--- config.mk ---
export PLATFORM = sky130hd
export DESIGN_NAME = spi_pattern_master
export DESIGN_NICKNAME = d
export VERILOG_FILES = /design/src/rtl/spi_pat_pkg.sv /design/src/rtl/spi_dur_timer.sv /design/src/rtl/spi_shift_engine.sv /design/src/rtl/spi_pattern_master.sv
export SDC_FILE = /design/constraint.sdc
export NUM_CORES = 1
export LEC_CHECK = 0
export BUFFER_PORTS_ARGS = -buffer_cell sky130_fd_sc_hd__clkbuf_2
export CORE_MARGIN = 4
export CORE_UTILIZATION = 45
export CTS_BUF_LIST = sky130_fd_sc_hd__clkbuf_16
export CTS_CLUSTER_SIZE = 10
export DETAILED_ROUTE_END_ITERATION = 7
export PLACE_DENSITY = 0.67
export SLEW_MARGIN = 20
export SYNTH_ARGS = -nofsm -noshare
export SYNTH_HDL_FRONTEND = slang
export SYNTH_SLANG_ARGS = --single-unit
export TNS_END_PERCENT = 20
--- constraint.sdc ---
create_clock -name clk -period 4.9 [get_ports clk]
set_clock_uncertainty 0.15 [all_clocks]
set_input_delay 0 -clock clk [delete_from_list [all_inputs] [get_ports clk]]
set_output_delay 0 -clock clk [all_outputs]
set_load 0.005 [all_outputs]
--- src/rtl/spi_pat_pkg.sv ---
package spi_pat_pkg;
  typedef enum logic [2:0] {
    ST_IDLE,
    ST_SETUP,
    ST_LOW,
    ST_HIGH,
    ST_HOLD,
    ST_GAP
  } spi_st_e;
endpackage

--- src/rtl/spi_dur_timer.sv ---
module spi_dur_timer #(
  parameter int CW = 8
) (
  input  logic          clk,
  input  logic          rst,
  input  logic          clr,
  input  logic [CW-1:0] limit,
  output logic          done
);
  logic [CW-1:0] cnt;

  assign done = (cnt == limit - 1'b1);

  always_ff @(posedge clk) begin
    if (rst || clr) cnt <= '0;
    else            cnt <= cnt + 1'b1;
  end
endmodule

--- src/rtl/spi_shift_engine.sv ---
module spi_shift_engine #(
  parameter int DW = 8
) (
  input  logic          clk,
  input  logic          rst,
  input  logic          load,
  input  logic [DW-1:0] load_val,
  input  logic          shift,
  input  logic          capture,
  input  logic          sdi,
  output logic          sdo,
  output logic          last,
  output logic [DW-1:0] rx_data
);
  localparam int BW = (DW > 1) ? $clog2(DW) : 1;

  logic [DW-1:0] tx_sh;
  logic [BW-1:0] bit_cnt;

  assign sdo  = tx_sh[DW-1];
  assign last = (bit_cnt == BW'(DW - 1));

  always_ff @(posedge clk) begin
    if (rst) begin
      tx_sh   <= '0;
      bit_cnt <= '0;
      rx_data <= '0;
    end else begin
      if (load) begin
        tx_sh   <= load_val;
        bit_cnt <= '0;
      end else if (shift) begin
        tx_sh   <= {tx_sh[DW-2:0], 1'b0};
        bit_cnt <= bit_cnt + 1'b1;
      end
      if (capture) rx_data <= {rx_data[DW-2:0], sdi};
    end
  end
endmodule

--- src/rtl/spi_pattern_master.sv ---
module spi_pattern_master #(
  parameter int DW        = 8,
  parameter int HALF_CYC  = 25,
  parameter int GUARD_CYC = 200,
  parameter int IDLE_CYC  = 1000
) (
  input  logic          clk,
  input  logic          rst,
  input  logic          enable,
  input  logic          sdi,
  output logic          cs_n,
  output logic          sclk,
  output logic          sdo,
  output logic          rx_valid,
  output logic [DW-1:0] rx_byte,
  output logic [DW-1:0] tx_byte
);
  import spi_pat_pkg::*;

  localparam int MAX_A = (HALF_CYC > GUARD_CYC) ? HALF_CYC : GUARD_CYC;
  localparam int MAX_L = (MAX_A > IDLE_CYC) ? MAX_A : IDLE_CYC;
  localparam int CW    = $clog2(MAX_L + 1);

  spi_st_e       st;
  logic [CW-1:0] limit;
  logic          done;
  logic          last;
  logic [DW-1:0] pattern;
  logic [DW-1:0] rx_data;
  logic          start;

  assign start = (st == ST_IDLE) && enable;

  always_comb begin
    case (st)
      ST_SETUP, ST_HOLD: limit = CW'(GUARD_CYC);
      ST_LOW, ST_HIGH:   limit = CW'(HALF_CYC);
      ST_GAP:            limit = CW'(IDLE_CYC);
      default:           limit = CW'(1);
    endcase
  end

  spi_dur_timer #(.CW(CW)) u_timer (
    .clk   (clk),
    .rst   (rst),
    .clr   ((st == ST_IDLE) || done),
    .limit (limit),
    .done  (done)
  );

  spi_shift_engine #(.DW(DW)) u_shift (
    .clk      (clk),
    .rst      (rst),
    .load     (start),
    .load_val (pattern),
    .shift    ((st == ST_HIGH) && done && !last),
    .capture  ((st == ST_LOW) && done),
    .sdi      (sdi),
    .sdo      (sdo),
    .last     (last),
    .rx_data  (rx_data)
  );

  always_ff @(posedge clk) begin
    if (rst) begin
      st       <= ST_IDLE;
      cs_n     <= 1'b1;
      sclk     <= 1'b0;
      rx_valid <= 1'b0;
      rx_byte  <= '0;
      tx_byte  <= '0;
      pattern  <= '0;
    end else begin
      rx_valid <= 1'b0;
      case (st)
        ST_IDLE: if (enable) begin
          cs_n <= 1'b0;
          st   <= ST_SETUP;
        end
        ST_SETUP: if (done) st <= ST_LOW;
        ST_LOW: if (done) begin
          sclk <= 1'b1;
          st   <= ST_HIGH;
        end
        ST_HIGH: if (done) begin
          sclk <= 1'b0;
          st   <= last ? ST_HOLD : ST_LOW;
        end
        ST_HOLD: if (done) begin
          cs_n     <= 1'b1;
          rx_valid <= 1'b1;
          rx_byte  <= rx_data;
          tx_byte  <= pattern;
          pattern  <= pattern + 1'b1;
          st       <= ST_GAP;
        end
        ST_GAP: if (done) st <= ST_IDLE;
        default: st <= ST_IDLE;
      endcase
    end
  end
endmodule

Word-level counts from Yosys, hierarchy flattened
Cells that the tools add are included.
Widths: inputs -> output; s select.
{ "totals": {"register_bits": 59, "inputBits": 4, "out_inout_bits": 20, "word_cells": 65} }
{ "classes": {"add_sub_neg": 4, "n_eq_ne": 13, "muxes": 17, "n_bitwise": 1, "reduce_logical": 19} }
{ "op_table": {"columns": ["op", "n"], "rows": [
  ["$pmux 10 s3", 1],
  ["$mux 3", 7],
  ["$pmux 3 s6", 1],
  ["$mux 8", 2],
  ["$ne 2x2->1 const B", 6],
  ["$add 10x1->10 const B", 1],
  ["$eq 10x10->1", 1],
  ["$sub 10x1->10 const B", 1],
  ["$eq 3x3->1 const B", 3],
  ["$add 8x1->8 const B", 1],
  ["$reduce_or 2->1", 4],
  ["$eq 3x2->1 const B", 2],
  ["$reduce_and 3->1", 2],
  ["$reduce_and 6->1", 1],
  ["$reduce_bool 2->1", 3],
  ["$logic_and 1x1->1", 4],
  ["$mux 1", 4],
  ["$pmux 1 s2", 2],
  ["$add 3x1->3 const B", 1],
  ["$eq 3x1->1 const B", 1],
  ["$logic_not 3->1", 1],
  ["$logic_or 1x1->1", 2],
  ["$reduce_and 2->1", 1],
  ["$logic_not 1->1", 1],
  ["$not 1->1", 1]
]} }

Logic depth before layout (Yosys ltp)
{ "logic_depth": {"depth_word": 9, "depth_mapped": 8, "ltp_nobuf": 6} }

Hierarchy
From an unflattened synthesis, not the netlist that was laid out.
{ "unflattened": {"cells_unflattened": 328, "hier_area_um2": 2796.4} }
{ "by_module_without_submodules": {"columns": ["module", "instances", "cells_each", "area_per_inst_um2", "seq_area_each_um2"], "rows": [
  ["spi_pattern_master", 1, 158, 1263.7, 600.6],
  ["spi_shift_engine", 1, 73, 778.2, 380.4],
  ["spi_dur_timer", 1, 97, 754.5, 200.2]
]} }

Worst setup path before layout
OpenSTA, ideal clock, no wires.
{ "synth_path": {"path_kind": "reg-to-reg", "startpoint": "register st[1]", "endpoint": "register pattern[4]", "setup_ns": 0.070, "arrival_time_ns": 1.989, "required_time_ns": 4.680, "slack_ns": 2.690, "path_stages_with_launch": 8, "path_buffers": 2, "period_less_slack_ns": 2.210, "cell_sequence": "dfxtp_1 > buf_6 > o21bai_4 > or3_4 > a211o_1 > buf_6 > or4_1 > a21oi_1"} }
{ "synth_between": {"elab_chain_len": 6, "elab_cells_between_ends": 11, "classes_between": "add/sub (1); eq/ne (6); mux (1); reduce/logical (3)"} }
{ "synth_lines": {"columns": ["element", "line_no", "source"], "rows": [
  ["start: declaration", "spi_pattern_master.sv:24", "spi_st_e st;"],
  ["start signal: assignment", "spi_pattern_master.sv:87", "st <= last ? ST_HOLD : ST_LOW;"],
  ["$eq 3x2->1, or another cell as far along", "spi_pattern_master.sv:35", "case (st)"],
  ["$reduce_or 2->1", "spi_pattern_master.sv:35", null],
  ["$pmux 10 s3", "spi_pattern_master.sv:35", null],
  ["$sub 10x1->10", "spi_dur_timer.sv:12", "assign done = (cnt == limit - 1'b1);"],
  ["$eq 10x10->1", "spi_dur_timer.sv:12", null],
  ["$reduce_and 2->1 (no line) (*)", null, null],
  ["end signal: assignment", "spi_pattern_master.sv:94", "pattern <= pattern + 1'b1;"],
  ["end: declaration", "spi_pattern_master.sv:28", "logic [DW-1:0] pattern;"]
]} }
Mark *: on every way between the ends. The rest lies on a longest branch, timed or not.
A chain may end at the register's enable or synchronous reset.

Worst setup path after layout
{ "layout_path": {"startpoint": "register st[0]", "endpoint": "register pattern[6]"} }
Same word-level chain as after synthesis.

==> flow_metrics.tcl <==
set metrics [dict create \
    multiInputGateArea_mm2 0.00125 \
    hp-class "primary input to register" \
    clk_latency_ns 0.32 \
    p_int_mw 0.870 \
    p_comb_frac 0.108 \
    initial_core_util 0.462 \
    via_count 2062 \
    clk_path_buf_depth 2 \
    seqCellArea_mm2 0.00118 \
    ant_nets 0 \
    via_per_inst 5.29 \
    final_cell_mix "dfxtp_1 (59), nand2_1 (42), nor2_1 (39), a21oi_1 (28), clkbuf_2 (23)" \
    dieArea_mm2 0.00688 \
    final_util 0.538 \
    portBuffers 23 \
    nNetsFinal 322 \
    syn_to_final_growth_pct 16.6 \
    fin_ws_ns 2.31 \
    antenna_cells 0 \
    cts.clk_slew.worst_paths_ns 0.05 \
    maxCapViolCount 0 \
    grt_util_all_layers 0.156 \
    grt_overflow 0 \
    p_sw_frac 0.258 \
    arrival_ns 2.69 \
    seq_power_share 0.442 \
    drc 0 \
    place_hpwl_mm 3.27 \
    fp.dieW_um 82.9 \
    clkPwrFrac 0.450 \
    setup_tns_ns 0 \
    yosys_register_bits 59 \
    ys_types 37 \
    report.final.slew_viol_count 0 \
    firstDrtPassIters 4 \
    placed_area_mm2 0.00267 \
    final_common_cell "dfxtp_1" \
    cts_root_buf "clkbuf_16" \
    final_area_mm2 0.00295 \
    fmax_mhz 386 \
    synth_area_mm2 0.00253 \
    synthCells 294 \
    ir_drop_mv 0.226 \
    synthArstFlopShare 0 \
    start_kind "register" \
    period_minus_slack_ns 2.59 \
    power.leakage_nw 1.18 \
    totalWireLength_mm 4.97 \
    critical_path_class "register to register" \
    setup_violations 0 \
    drive_gt1_frac 0.132 \
    yosysWarnings 0 \
    gp_congestion 0.854 \
    p_sw_mw 0.303 \
    synth-seq-area-share 0.467 \
    htreeDepth 3 \
    rsz0062_at_grt "no" \
    fin_crit_sh 0.529 \
    fp-row-count 27 \
    antenna_found_initial 0 \
    routedWlPerCell_um 12.7 \
    grt_pass1_vias 1888 \
    drt-initial-drc-count 120 \
    avgSynthCellArea_um2 8.60 \
    hold_viol 0 \
    grt_max_degree 54 \
    worstMarginPinSlew_ns 0.982 \
    numCtsBuffers 9 \
    core_region_area_mm2 0.00547 \
    synth_ff_type "dfxtp_1" \
    cp_data_required_time_ns 5.00 \
    pre_cts_ws_ns 2.13 \
    fillers 538 \
    boundaryPins 24 \
    cts_sinks 59 \
    grt_first_pass_wirelength_mm 8.71 \
    synth_edf_count 0 \
    cts_tree "yes" \
    path_max_fanout 20 \
    outcome "finished clean" \
    die_height_um 82.9 \
    slew_headroom 0.345 \
    p_per_area_mw_per_mm2 398 \
    synthesis.nets 302 \
    cp-end-kind "register" \
]
critical path, stage by stage, from the launching register on:
cell and delay [ns]:
dfxtp_1 0.53, nand3b_1 0.21, mux2_4 0.37, a2111o_1 0.63, or4_1 0.55, o21ai_0 0.08
routing by layer:
layer	global-route usage	vias to the layer above	part of all wire
met5	0	-	0
met4	0.0758	0	0.020
li1	-	1068	-
met2	0.222	29	0.43
met3	0.0655	9	0.046
met1	0.203	956	0.50
cell usage after synthesis, types with 2 or more instances:
library cell / instances / area (µm²)
ha_1: 4 / 50.1
clkbuf_1: 10 / 37.5
nor2_1: 39 / 146
o21ai_0: 2 / 10.0
a21oi_1: 28 / 140
nand3_1: 9 / 45.0
or4_1: 4 / 30.0
nor4_1: 3 / 18.8
xor2_1: 5 / 43.8
a31o_2: 2 / 17.5
a211oi_1: 2 / 15.0
o211ai_1: 3 / 22.5
o31ai_1: 3 / 22.5
nor3_1: 16 / 80.1
dfxtp_1: 59 / 1180
buf_6: 2 / 22.5
xnor2_1: 5 / 43.8
nand4_1: 3 / 18.8
nand2_1: 42 / 158
mux2i_1: 13 / 130
a2111oi_0: 6 / 52.6
nor2b_1: 2 / 12.5
inv_1: 3 / 11.3
nand2b_1: 4 / 25.0
buf_2: 6 / 30.0
and3_1: 6 / 37.5
or3_1: 2 / 12.5
and2_1: 2 / 12.5
power groups by stage:
stage | sequential [mW] | clock [mW] | combinational [mW]
detailed placement | 0.529 | 0 | 0.126
CTS | 0.519 | 0.541 | 0.127
global placement | 0.527 | 0 | 0.123
global route | 0.522 | 0.562 | 0.143
finish | 0.519 | 0.528 | 0.127
floorplan | 0.517 | 0 | 0.123
area by class of cell:
type	instances	share of cell area
clock buffers	9	0.0764
repair buffers	28	0.0548
multi-input cells	213	0.425
inverters	3	0.00382
flip-flops and latches	59	0.401
well taps	72	0.0306
clock inverters	6	0.00807
stage by stage:
step	power, mW	instances	hold slack (ns)
6_report	1.17	390	0.299
5_1_grt	1.23	390	0.323
4_1_cts	1.19	389	0.292
3_5_place_dp	0.654	372	0.0919
3_3_place_gp	0.650	372	0.0889
2_1_floorplan	0.640	294	-0.00606
cell families after synthesis:
logic type,after synthesis,synth area share
multiplexers,14,0.0574
AO/OA/AOI/OAI,51,0.136
AND/OR/NAND/NOR,134,0.244
buffers and inverters,22,0.0416
adder cells (fa/ha/maj),4,0.0198
flip-flops,59,0.467
XOR/XNOR,10,0.0347
path summary, 6_finish.rpt:
check | start | endpoint | slack [ns] | depth (start not counted)
min reg2reg | rx_byte[4] | rx_byte[4] | 0.30 | 2
max reg2reg | st[0] | pattern[6] | 2.31 | 5
max | st[0] | pattern[6] | 2.31 | 5
min | sdi | u_shift.rx_data[0] | 0.30 | 4
timing repair:
item / in CTS / in global routing
hold buffers: 2 / 0
hold endpoints to repair: 2 / 0
buffers inserted: 0 / 0
resized for setup: 0 / 0
registers in the layout (all words and copies together) (netlist names):
signal	flops
st	3
pattern	8
tx_byte	8
u_timer.cnt	10
rx_byte	8
u_shift.rx_data	8
rx_valid	1
cs_n	1
u_shift.tx_sh	8
sclk	1
u_shift.bit_cnt	3
(Power assumes the default switching activity.)
